**config.mk**
```make
export PLATFORM = sky130hd
export DESIGN_NAME = trip_cal_seq
export DESIGN_NICKNAME = d
export VERILOG_FILES = /design/src/rtl/trip_cal_pkg.sv /design/src/rtl/settle_timer.sv /design/src/rtl/trip_err_calc.sv /design/src/rtl/trip_cal_seq.sv
export SDC_FILE = /design/constraint.sdc
export NUM_CORES = 1
export LEC_CHECK = 0
export BUFFER_PORTS_ARGS = -buffer_cell sky130_fd_sc_hd__buf_2
export CELL_PAD_IN_SITES_DETAIL_PLACEMENT = 1
export CELL_PAD_IN_SITES_GLOBAL_PLACEMENT = 1
export CORE_UTILIZATION = 43
export CTS_BUF_LIST = sky130_fd_sc_hd__clkbuf_16
export DETAILED_ROUTE_END_ITERATION = 8
export PLACE_DENSITY = 0.84
export SLEW_MARGIN = 10
export SYNTH_ARGS = -nofsm -noshare
export SYNTH_HDL_FRONTEND = slang
export SYNTH_SLANG_ARGS = --single-unit
```
**constraint.sdc**
```tcl
create_clock -name clk -period 5.2 [get_ports clk]
set_input_delay 0.26 -clock clk [delete_from_list [all_inputs] [get_ports clk]]
set_output_delay 0.26 -clock clk [all_outputs]
set_load 0.05 [all_outputs]
```
**src/rtl/trip_cal_pkg.sv**
```systemverilog
// Shared types for the trip threshold calibration sequencer.
// Assumes: consumers import the package; encoding of the state is internal.
package trip_cal_pkg;

    typedef enum logic [2:0] {
        ST_IDLE      = 3'd0,
        ST_RST_CMD   = 3'd1,
        ST_PROG_LOAD = 3'd2,
        ST_PROG_WAIT = 3'd3,
        ST_SET_CMD   = 3'd4,
        ST_MEAS_LOAD = 3'd5,
        ST_MEAS_WAIT = 3'd6,
        ST_EVAL      = 3'd7
    } cal_state_t;

endpackage

```
**src/rtl/settle_timer.sv**
```systemverilog
// Settle timer: a load pulse arms a down counter with a cycle count. 'expired'
// rises settle count + 1 cycles after the load pulse and drops one cycle later.
// Assumes: load is a single-cycle pulse, and no new load arrives while the
// owner waits for expiry.
module settle_timer #(
    parameter int CNT_W = 8
) (
    input  logic             clk,
    input  logic             rst_n,
    input  logic             load,
    input  logic [CNT_W-1:0] count,
    output logic             expired
);

    logic [CNT_W-1:0] cnt_q;
    logic             run_q;

    // Count down from the loaded value while the timer is armed.
    always_ff @(posedge clk) begin
        if (!rst_n) begin
            cnt_q <= '0;
            run_q <= 1'b0;
        end else if (load) begin
            cnt_q <= count;
            run_q <= 1'b1;
        end else if (run_q) begin
            if (cnt_q == '0) run_q <= 1'b0;
            else             cnt_q <= cnt_q - 1'b1;
        end
    end

    // Expiry is the armed timer at zero.
    assign expired = run_q && (cnt_q == '0);

    // an armed timer decrements by one and stays armed until it reaches zero.
    a_r4_count_down: assert property (@(posedge clk) disable iff (!rst_n)
        (run_q && cnt_q != '0 && !load) |=> (run_q && cnt_q == $past(cnt_q) - 1'b1));

endmodule

```
**src/rtl/trip_err_calc.sv**
```systemverilog
// Error evaluation: forms the signed error of the measured trip code
// against the target, decides convergence, and computes the next applied
// code as (applied - error), saturated to 0 .. full scale.
// Assumes: all codes are unsigned CODE_W-bit values; purely combinational.
module trip_err_calc #(
    parameter int CODE_W = 8
) (
    input  logic [CODE_W-1:0] meas,
    input  logic [CODE_W-1:0] target,
    input  logic [CODE_W-1:0] applied,
    input  logic [CODE_W-1:0] limit,
    output logic              converged,
    output logic              err_pos,
    output logic [CODE_W-1:0] next_applied
);

    localparam int EW = CODE_W + 2;
    localparam logic signed [EW-1:0] FULL_S = EW'((1 << CODE_W) - 1);

    logic signed [EW-1:0] err;
    logic signed [EW-1:0] mag;
    logic signed [EW-1:0] corr;

    // Signed error and its magnitude.
    always_comb begin
        err = $signed({2'b00, meas}) - $signed({2'b00, target});
        mag = (err < 0) ? -err : err;
    end

    // Convergence and sign decisions.
    assign converged = (mag < $signed({2'b00, limit}));
    assign err_pos   = (err > 0);

    // Corrected applied code with saturation to the DAC range.
    always_comb begin
        corr = $signed({2'b00, applied}) - err;
        if (corr < 0)            next_applied = '0;
        else if (corr > FULL_S)  next_applied = '1;
        else                     next_applied = corr[CODE_W-1:0];
    end

endmodule

```
**src/rtl/trip_cal_seq.sv**
```systemverilog
// Trip threshold calibration sequencer (top). Per run it: optionally
// requests a threshold reset, programs with the applied code, ramps the DAC
// down from full scale to locate the trip point, evaluates the error and
// corrects, for at most ITER_MAX measurements.
// Assumes: cmd_ack arrives only while a command is high; cmp_out is 1 while
// the applied voltage is above the channel's trip point and is valid after
// the settle window.
module trip_cal_seq
    import trip_cal_pkg::*;
#(
    parameter int CODE_W   = 8,
    parameter int SETTLE_W = 8,
    parameter int ITER_MAX = 16
) (
    input  logic                clk,
    input  logic                rst_n,
    input  logic                start,
    input  logic [1:0]          chan_sel,
    input  logic [CODE_W-1:0]   target_code,
    input  logic [CODE_W-1:0]   present_code,
    input  logic [CODE_W-1:0]   max_err,
    input  logic [SETTLE_W-1:0] settle_cnt,
    input  logic                cmp_out,
    input  logic                cmd_ack,
    output logic [CODE_W-1:0]   dac_code,
    output logic [1:0]          dac_chan,
    output logic                cmd_reset,
    output logic                cmd_set_high,
    output logic [CODE_W-1:0]   meas_code,
    output logic                busy,
    output logic                done,
    output logic                fail
);

    localparam int IT_W = $clog2(ITER_MAX + 1);
    localparam logic [IT_W-1:0] ITER_LAST = IT_W'(ITER_MAX - 1);

    cal_state_t          state_q;
    logic [CODE_W-1:0]   target_q;
    logic [CODE_W-1:0]   limit_q;
    logic [CODE_W-1:0]   apply_q;
    logic [CODE_W-1:0]   ramp_q;
    logic [CODE_W-1:0]   dac_q;
    logic [CODE_W-1:0]   meas_q;
    logic [1:0]          chan_q;
    logic [IT_W-1:0]     iter_q;
    logic                done_q;
    logic                fail_q;
    logic                accept;
    logic                tmr_load;
    logic                tmr_exp;
    logic                converged;
    logic                err_pos;
    logic [CODE_W-1:0]   next_apply;

    // Start acceptance: idle and a valid channel index.
    assign accept = start && (state_q == ST_IDLE) && (chan_sel != 2'd0);

    // Arm the settle timer whenever a new DAC code is loaded.
    assign tmr_load = (state_q == ST_PROG_LOAD) || (state_q == ST_MEAS_LOAD);

    settle_timer #(.CNT_W(SETTLE_W)) settle_i (
        .clk     (clk),
        .rst_n   (rst_n),
        .load    (tmr_load),
        .count   (settle_cnt),
        .expired (tmr_exp)
    );

    trip_err_calc #(.CODE_W(CODE_W)) err_i (
        .meas         (meas_q),
        .target       (target_q),
        .applied      (apply_q),
        .limit        (limit_q),
        .converged    (converged),
        .err_pos      (err_pos),
        .next_applied (next_apply)
    );

    // Main sequencing state machine with its data registers.
    always_ff @(posedge clk) begin
        if (!rst_n) begin
            state_q  <= ST_IDLE;
            target_q <= '0;
            limit_q  <= '0;
            apply_q  <= '0;
            ramp_q   <= '0;
            dac_q    <= '0;
            meas_q   <= '0;
            chan_q   <= 2'd0;
            iter_q   <= '0;
            done_q   <= 1'b0;
            fail_q   <= 1'b0;
        end else begin
            case (state_q)
                ST_IDLE: begin
                    if (accept) begin
                        target_q <= target_code;
                        limit_q  <= max_err;
                        apply_q  <= target_code;
                        chan_q   <= chan_sel;
                        iter_q   <= '0;
                        done_q   <= 1'b0;
                        fail_q   <= 1'b0;
                        state_q  <= (target_code < present_code) ? ST_RST_CMD : ST_PROG_LOAD;
                    end
                end
                ST_RST_CMD: begin
                    if (cmd_ack) state_q <= ST_PROG_LOAD;
                end
                ST_PROG_LOAD: begin
                    dac_q   <= apply_q;
                    state_q <= ST_PROG_WAIT;
                end
                ST_PROG_WAIT: begin
                    if (tmr_exp) state_q <= ST_SET_CMD;
                end
                ST_SET_CMD: begin
                    if (cmd_ack) begin
                        ramp_q  <= '1;
                        state_q <= ST_MEAS_LOAD;
                    end
                end
                ST_MEAS_LOAD: begin
                    dac_q   <= ramp_q;
                    state_q <= ST_MEAS_WAIT;
                end
                ST_MEAS_WAIT: begin
                    if (tmr_exp) begin
                        if (!cmp_out || ramp_q == '0) begin
                            meas_q  <= ramp_q;
                            state_q <= ST_EVAL;
                        end else begin
                            ramp_q  <= ramp_q - 1'b1;
                            state_q <= ST_MEAS_LOAD;
                        end
                    end
                end
                ST_EVAL: begin
                    if (converged) begin
                        done_q  <= 1'b1;
                        state_q <= ST_IDLE;
                    end else if (iter_q == ITER_LAST) begin
                        fail_q  <= 1'b1;
                        state_q <= ST_IDLE;
                    end else begin
                        apply_q <= next_apply;
                        iter_q  <= iter_q + 1'b1;
                        state_q <= err_pos ? ST_RST_CMD : ST_PROG_LOAD;
                    end
                end
                default: state_q <= ST_IDLE;
            endcase
        end
    end

    // Output mapping.
    assign dac_code     = dac_q;
    assign dac_chan     = chan_q;
    assign meas_code    = meas_q;
    assign cmd_reset    = (state_q == ST_RST_CMD);
    assign cmd_set_high = (state_q == ST_SET_CMD);
    assign busy         = (state_q != ST_IDLE);
    assign done         = done_q;
    assign fail         = fail_q;

    // the two command requests are exclusive.
    a_r5_one_cmd: assert property (@(posedge clk) disable iff (!rst_n)
        !(cmd_reset && cmd_set_high));

    // a reset request is held until it is acknowledged.
    a_r5_rst_hold: assert property (@(posedge clk) disable iff (!rst_n)
        (cmd_reset && !cmd_ack) |=> cmd_reset);

    // a set-higher request drops right after its acknowledge.
    a_r5_set_drop: assert property (@(posedge clk) disable iff (!rst_n)
        (cmd_set_high && cmd_ack) |=> !cmd_set_high);

    // successive measurement codes step down by exactly one.
    a_r6_ramp_step: assert property (@(posedge clk) disable iff (!rst_n)
        (state_q == ST_MEAS_WAIT && tmr_exp && cmp_out && ramp_q != '0)
        |=> (ramp_q == $past(ramp_q) - 1'b1));

    // a converged evaluation ends the run with done.
    a_r7_done: assert property (@(posedge clk) disable iff (!rst_n)
        (state_q == ST_EVAL && converged) |=> (done && !busy && !fail));

    // the iteration counter never passes the limit.
    a_r10_iter_bound: assert property (@(posedge clk) disable iff (!rst_n)
        iter_q <= ITER_LAST);

    // done and fail are exclusive.
    a_r11_excl: assert property (@(posedge clk) disable iff (!rst_n)
        !(done && fail));

    // the latched channel is stable for the whole run.
    a_r2_chan_stable: assert property (@(posedge clk) disable iff (!rst_n)
        busy |=> $stable(dac_chan));

endmodule

```
==> impl_metrics.py, run 1 <==
metrics = {
    "outcome": {
        "outcome": "completed",
    },
    "worst_setup_path": {
        "start_kind": "flop",
        "end_kind": "flop",
        "worst-r2r-cell-count": 18,
        "crit_family": "compound AO/OA/AOI/OAI gates",
        "path_class": "reg2reg",
        "crit_chain": "inv_1, ha_1, inv_1, fa_1, a211oi_4, o21bai_4, a31o_2, nor2_1, xnor2_1, ha_1, nand2_1, o21ai_0, a41oi_1, o21ai_0, a41oi_2, a21oi_4, or3b_1, a21oi_2",
        "r2r_start": "meas_code[0]$_SDFFE_PN0P_",
        "r2r-end": "apply_q[5]$_SDFFE_PN0P_",
        "cp_max_fo": 19,
        "required_ns": 5.46,
        "r2r_slack_ns": 0.68,
        "arrival_ns": 4.77,
        "worstSetupPathDepth": 18,
        "path_buf_inv": 2,
        "critPathMaxStageDelay_ns": 0.48,
        "slowest_stage": "a21oi_4",
    },
    "detailed_routing": {
        "drt_wl_total_mm": 12.8,
        "drt-pass1-iter-count": 4,
        "viasPerCell": 5.62,
        "drc": 0,
        "drt-wirelength-per-cell_um": 17.2,
        "antenna_left": 0,
        "drtIter0Drc": 177,
        "vias": 4168,
    },
    "clock_network": {
        "numCtsBuffers": 9,
        "cts_setup_buffers": 0,
        "cts_tree": "built",
        "max-clock-path-buffers": 2,
        "insertion_delay_ns": 0.34,
        "cts_root_buf": "clkbuf_16",
        "clk_pin_slew_ns": 0.06,
        "htreeDepth": 3,
        "cts_resized": 0,
        "holdBufCountCts": 0,
        "cts.sinks": 69,
    },
    "sta": {
        "finalSetupTns_ns": 0,
        "hold_viol_final": 0,
        "setup_viol_count_final": 0,
        "fmax_ghz": 0.221,
        "fin_crit_ns": 4.52,
        "finClkSkew_ns": 0.00905,
        "finalWorstSetupSlack_ns": 0.684,
        "rsz0062_at_grt": "false",
        "worst_pin_slew_ns": 1.05,
        "relSlewSlack_pct": 29.5,
        "finalCritPeriodShare_pct": 86.8,
        "final_max_slew_viol_count": 0,
    },
    "place": {
        "preCtsSetupSlack_ns": 0.745,
        "numPortBuffers": 61,
        "place.gp.congestion": 0.857,
        "dp_hpwl_mm": 9.72,
    },
    "synth": {
        "synthArstFlopShare_pct": 0,
        "ys_seq_area_share_pct": 31.0,
        "yosysMostFrequentCell": "nand2_1",
        "yosysTopAreaCell": "dfxtp_1",
        "synth.top_cells.by_count": "nand2_1 (72), dfxtp_1 (69), nor2_1 (55)",
        "ys_types": 72,
        "synth-seq-cells": 69,
        "ys_dominant_reg_cell": "dfxtp_1",
        "synthTopCellsByArea": "dfxtp_1 (31%), ha_1 (10%), nand2_1 (6.1%), a21oi_1 (5.0%), nor2_1 (4.6%)",
        "netlist_area_um2": 4460,
        "synth_edf_count": 0,
        "yosysWarnings": 0,
        "syn_area_per_cell_um2": 8.13,
        "synthCells": 549,
        "yosysTopAreaCellShare_pct": 31.0,
        "synth_nets": 626,
    },
    "floorplan": {
        "io_pins": 62,
        "core_area_um2": 9910,
        "initial_core_util_pct": 45.0,
        "die_h_um": 104,
        "die_x_um": 104,
        "dieArea_um2": 10800,
        "fp-row-count": 36,
    },
    "cells_and_area": {
        "seq_area_um2": 1380,
        "antennaDiodeCount": 0,
        "syn2layout_area_growth_pct": 15.6,
        "multiInputGateArea_um2": 2860,
        "drive_above_1_share_pct": 17.6,
        "fillers": 1246,
        "final_nets": 681,
    },
    "min_path": {
        "min-delay-path-class": "in2reg",
        "min-delay-start": "max_err[0]",
        "hold_end": "limit_q[0]$_SDFFE_PN0P_",
        "holdPathStages": 3,
    },
    "grt": {
        "grt_pass1_vias": 4353,
        "gr-usage-all-layers_pct": 25.0,
        "antenna_found_initial": 0,
        "grt_start_max_net_pins": 33,
        "grt-ovfl-total": 0,
        "grt_pass1_wl_mm": 21.4,
    },
    "power_and_ir_drop": {
        "p_leak_uw": 0.00212,
        "total_power_uw": 2860,
        "peakVddDrop_uv": 218,
        "power.density_nw_per_um2": 555,
    },
    "job": {
        "cap_viol_max_count": 0,
    },
}
[registers in the layout (all words and copies together) (netlist names), 5 cells and up]
| signal | cells |
|---|---|
| ramp_q | 8 |
| limit_q | 8 |
| meas_code | 8 |
| settle_i.cnt_q | 8 |
| apply_q | 8 |
| target_q | 8 |
| dac_code | 8 |
| iter_q | 5 |
[worst reg2reg max path: stages (launching register included)]
cell	delay, ns
dfxtp_1	0.33
inv_1	0.06
ha_1	0.15
inv_1	0.05
fa_1	0.46
a211oi_4	0.36
o21bai_4	0.12
a31o_2	0.30
nor2_1	0.13
xnor2_1	0.08
ha_1	0.31
nand2_1	0.06
o21ai_0	0.20
a41oi_1	0.16
o21ai_0	0.47
a41oi_2	0.15
a21oi_4	0.48
or3b_1	0.42
a21oi_2	0.12
[placed cells by master (no fill, tap or decap), types with 2 or more instances in the layout]
master	netlist	routed
a211oi_1	13	13
a21o_1	5	5
a21oi_1	45	45
a21oi_2	3	3
a311oi_1	11	11
a31oi_1	9	9
a41oi_1	2	2
and2_1	4	4
and3_1	4	4
buf_2	0	61
buf_4	1	2
clkbuf_16	0	9
clkinv_1	1	4
dfxtp_1	69	69
fa_1	2	2
ha_1	36	36
inv_1	39	40
mux2i_1	9	9
nand2_1	72	72
nand2b_1	6	6
nand3_1	18	18
nand3b_1	2	2
nor2_1	55	55
nor2_2	2	2
nor2b_1	3	3
nor3_1	5	5
nor4_1	3	3
o211a_1	2	2
o211ai_1	2	2
o21a_1	8	8
o21ai_0	27	27
o21ai_1	2	2
o31a_1	3	3
or2_2	2	2
or3_1	5	5
or4_4	2	2
xnor2_1	17	17
xor2_1	7	7
[cell type report]
class / count / area share [%]
inverter: 40 / 2.91
clock inverter: 7 / 1.12
clock buffer: 9 / 4.37
tap: 133 / 3.23
multi-input combinational: 421 / 55.4
timing repair buffer: 63 / 6.21
sequential: 69 / 26.8
[worst max path at each step]
stage	endpoint	slack, ns	startpoint
CTS	apply_q[5]$_SDFFE_PN0P_	0.71	meas_code[0]$_SDFFE_PN0P_
finish	apply_q[5]$_SDFFE_PN0P_	0.68	meas_code[0]$_SDFFE_PN0P_
detailed placement	apply_q[5]$_SDFFE_PN0P_	0.75	meas_code[0]$_SDFFE_PN0P_
floorplan	apply_q[5]$_SDFFE_PN0P_	1.22	meas_code[0]$_SDFFE_PN0P_
global route	apply_q[5]$_SDFFE_PN0P_	0.41	meas_code[0]$_SDFFE_PN0P_
global placement	apply_q[5]$_SDFFE_PN0P_	1.01	meas_code[0]$_SDFFE_PN0P_
[metal layers]
layer	share of wire, %	track usage (%)	wire (µm)	vias up
met5	0	0	0	-
met4	2.6	11.7	329	0
met3	3.3	3.01	428	21
met2	49	44.4	6320	100
met1	45	29.9	5710	1990
li1	-	-	-	2057
[where the power goes]
group	internal, µW	switching [µW]	leakage [µW]
combinational	612	923	0.00141
sequential	632	101	0.000563
clock	363	233	0.000139
[logic make-up (layout without fill, tap and decap cells)]
group	after synthesis	count (layout)	synth area share, %
and+or+nand+nor	194	194	20.7
AOI/OAI and AO/OA	152	152	24.0
DFF	69	69	31.0
buffers and inverters	59	119	5.05
adders and majority gates	39	39	11.2
xor gates and xnor gates	27	27	6.06
muxes	9	9	2.02
[stage by stage]
stage	cells	instance area (µm²)	hold slack [ns]	utilization (%)
global placement	726	4870	0.441	49.2
CTS	742	5160	0.159	52.0
floorplan	549	4460	0.396	-
finish	742	5160	0.161	52.0
global route	742	5160	0.170	52.0
detailed placement	726	4870	0.449	49.2
Note: power is estimated with default switching activity, not from simulation.
==> run 2: changes to the inputs <==
--- a/config.mk
+++ b/config.mk
@@ -8,11 +8,12 @@
 export BUFFER_PORTS_ARGS = -buffer_cell sky130_fd_sc_hd__buf_2
 export CELL_PAD_IN_SITES_DETAIL_PLACEMENT = 1
 export CELL_PAD_IN_SITES_GLOBAL_PLACEMENT = 1
-export CORE_UTILIZATION = 43
+export CORE_UTILIZATION = 44
 export CTS_BUF_LIST = sky130_fd_sc_hd__clkbuf_16
 export DETAILED_ROUTE_END_ITERATION = 8
-export PLACE_DENSITY = 0.84
+export PLACE_DENSITY = 0.85
 export SLEW_MARGIN = 10
 export SYNTH_ARGS = -nofsm -noshare
 export SYNTH_HDL_FRONTEND = slang
+export SYNTH_HIERARCHICAL = 1
 export SYNTH_SLANG_ARGS = --single-unit
==> run 2 against run 1 <==
  * Global-route usage rose by 0.58 points
  * Final cell count fell by 0.94%
  * Maximum frequency fell by 2.4%
  * Flip-flop and latch count did not move
  * Combinational power fell by 3%
  * Total power fell by 4.7%
  * Non-clock buffer count rose by 1
  * Utilization rose by 0.38 points
  * Critical endpoint is now iter_q[3]$_SDFFE_PN0P_
==> impl_metrics.py, run 2 <==
metrics = {
    "sta": {
        "setup_viol_count_final": 0,
        "whs_ns": 0.181,
        "finalCritPeriodShare_pct": 89.0,
        "final_max_slew_viol_count": 0,
        "fin_crit_ns": 4.63,
        "rsz0062_at_grt": "false",
        "finClkSkew_ns": 0.00379,
        "fmax_ghz": 0.216,
        "relSlewSlack_pct": 17.9,
        "finalSetupTns_ns": 0,
        "hold_viol_final": 0,
        "worst_pin_slew_ns": 1.23,
    },
    "clock_network": {
        "cts_tree": "built",
        "insertion_delay_ns": 0.34,
        "cts.sinks": 69,
        "clk_pin_slew_ns": 0.05,
        "htreeDepth": 3,
        "numCtsBuffers": 9,
        "holdBufCountCts": 0,
        "cts_root_buf": "clkbuf_16",
        "max-clock-path-buffers": 2,
    },
    "floorplan": {
        "initial_core_util_pct": 45.9,
        "die_h_um": 103,
        "die_x_um": 103,
        "core_area_um2": 9860,
        "fp-row-count": 36,
        "dieArea_um2": 10700,
        "io_pins": 62,
    },
    "synth": {
        "synth.top_cells.by_count": "nand2_1 (76), dfxtp_1 (69), inv_1 (40)",
        "synthTopCellsByArea": "dfxtp_1 (31%), ha_1 (9.7%), nand2_1 (6.3%), a21boi_0 (5.0%), mux2i_1 (4.6%)",
        "synth_edf_count": 0,
        "synthCells": 546,
        "yosysTopAreaCell": "dfxtp_1",
        "yosysTopAreaCellShare_pct": 30.5,
        "synth-seq-cells": 69,
        "yosysMostFrequentCell": "nand2_1",
        "synth_nets": 622,
        "syn_area_per_cell_um2": 8.29,
        "yosysWarnings": 6,
        "ys_seq_area_share_pct": 30.5,
        "ys_dominant_reg_cell": "dfxtp_1",
        "ys_types": 70,
        "netlist_area_um2": 4520,
        "synthArstFlopShare_pct": 0,
    },
    "detailed_routing": {
        "drt_wl_total_mm": 13.0,
        "drt-pass1-iter-count": 4,
        "vias": 4121,
        "viasPerCell": 5.61,
        "antenna_left": 0,
        "drtIter0Drc": 103,
        "drc": 0,
        "drt-wirelength-per-cell_um": 17.7,
    },
    "cells_and_area": {
        "fin_util_pct": 52.4,
        "fillers": 1227,
        "final_common_cell": "nand2_1",
        "final_nets": 673,
        "syn2layout_area_growth_pct": 14.3,
        "drive_above_1_share_pct": 16.3,
        "antennaDiodeCount": 0,
        "final_area_um2": 5170,
        "layout_common_cells": "nand2_1 (76), dfxtp_1 (69), buf_2 (61)",
    },
    "grt": {
        "grt_pass1_vias": 4112,
        "use_met1_pct": 30.8,
        "grt_start_max_net_pins": 68,
        "antenna_found_initial": 0,
        "grtUsageMet2_pct": 45.6,
        "grt_pass1_wl_mm": 20.4,
        "gr-usage-all-layers_pct": 25.6,
        "grt_busiest_layer": "met2",
        "grtUsageMet3_pct": 3.56,
        "grt-ovfl-total": 0,
    },
    "worst_setup_path": {
        "r2r-end": "iter_q[3]$_SDFFE_PN0P_",
        "worst-r2r-cell-count": 24,
        "r2r_start": "meas_code[0]$_SDFFE_PN0P_",
        "start_kind": "flop",
        "path_class": "reg2reg",
        "arrival_ns": 4.85,
        "required_ns": 5.42,
        "r2r_slack_ns": 0.57,
        "cp_max_fo": 22,
        "end_kind": "flop",
    },
    "place": {
        "dp_hpwl_mm": 9.75,
        "dpl_cell_area_um2": 4910,
        "numPortBuffers": 61,
        "place.gp.congestion": 0.833,
    },
    "job": {
        "cap_viol_max_count": 0,
    },
    "min_path": {
        "hold_end": "limit_q[5]$_SDFFE_PN0P_",
        "min-delay-start": "max_err[5]",
        "holdPathStages": 3,
        "min-delay-path-class": "in2reg",
    },
    "power_and_ir_drop": {
        "p_leak_uw": 0.00243,
        "total_power_uw": 2730,
        "peakVddDrop_uv": 219,
        "power.density_nw_per_um2": 528,
    },
    "outcome": {
        "outcome": "completed",
    },
}
==> run 2: changes by cell type after synthesis, moves of 4 or more <==
cell,change
a211oi_1,-8
a21boi_0,+30
a21oi_1,-21
a311oi_1,-10
buf_2,+4
mux2i_1,+12
nand2_1,+4
nor2_1,-25
nor3b_1,+4
o211a_1,+16
o21ai_0,-4
==> run 2: report_power, final <==
group	switching (µW)	internal, µW	total, µW	leakage (µW)
registers	101	614	716	0.000562
logic	869	608	1480	0.00173
clock network	227	311	539	0.000139
total	1200	1530	2730	0.00243
==> run 2: cell type report <==
class | count | area [µm²] | area share, %
Clock buffer | 9 | 225 | 4.36
Clock inverter | 7 | 27.5 | 0.532
Inverter | 40 | 150 | 2.90
Multi-Input combinational cell | 413 | 2890 | 55.9
Sequential cell | 69 | 1380 | 26.7
Tap cell | 133 | 166 | 3.22
Timing Repair Buffer | 64 | 328 | 6.34
==> run 2: logic make-up (layout without fill, tap and decap cells) <==
logic type,after synthesis,after routing,synth area share [%]
simple gates,184,184,20.4
compound gates,141,141,22.1
flops,69,69,30.5
buf+inv,64,120,5.78
fa+ha+maj,38,38,10.8
xor+xnor,28,28,5.42
mux,22,22,4.89
==> run 2: what timing repair did <==
item                                    in CTS  in global routing
resized for setup                            0                  1
endpoints found under the setup margin       0                  2
hold endpoints to repair                     0                  0
setup buffers                                0                  0
==> run 2: layer usage <==
| metal | up-vias | part of all wire [%] |
|---|---|---|
| met5 | - | 0 |
| met4 | 0 | 2.1 |
| met1 | 2019 | 45 |
| met2 | 60 | 51 |
| met3 | 20 | 2.7 |
| li1 | 2022 | - |
==> run 2: how the worst max path moves through the flow <==
stage | start | to | slack [ns]
finish | meas_code[0]$_SDFFE_PN0P_ | iter_q[3]$_SDFFE_PN0P_ | 0.57
global route | meas_code[0]$_SDFFE_PN0P_ | iter_q[3]$_SDFFE_PN0P_ | 0.22
CTS | meas_code[0]$_SDFFE_PN0P_ | iter_q[3]$_SDFFE_PN0P_ | 0.37
detailed placement | meas_code[0]$_SDFFE_PN0P_ | iter_q[3]$_SDFFE_PN0P_ | 0.38
global placement | meas_code[0]$_SDFFE_PN0P_ | iter_q[3]$_SDFFE_PN0P_ | 0.73
floorplan | meas_code[0]$_SDFFE_PN0P_ | apply_q[5]$_SDFFE_PN0P_ | 0.76
==> run 2: per-stage QoR <==
step | worst slack (ns) | std cells
2_1_floorplan | 0.762 | 546
3_3_place_gp | 0.732 | 719
3_5_place_dp | 0.380 | 719
4_1_cts | 0.369 | 735
5_1_grt | 0.215 | 735
6_report | 0.573 | 735
==> run 2: worst max-delay path: stages (launching register included) <==
cell and delay, ns:
dfxtp_1 0.34, inv_1 0.07, ha_1 0.25, fa_1 0.40
nand2b_1 0.17, a21oi_1 0.19, o31a_2 0.21, o22ai_2 0.17
o21ai_0 0.26, ha_1 0.28, a21boi_0 0.13, o21ai_0 0.19
nand2b_1 0.08, a21oi_1 0.16, nor2b_1 0.06, o21ai_0 0.15
a21oi_1 0.09, a221oi_1 0.29, buf_4 0.19, nand4b_1 0.15
o22ai_1 0.10, buf_4 0.23, nand4_1 0.13, xor2_1 0.17
nor2_1 0.06
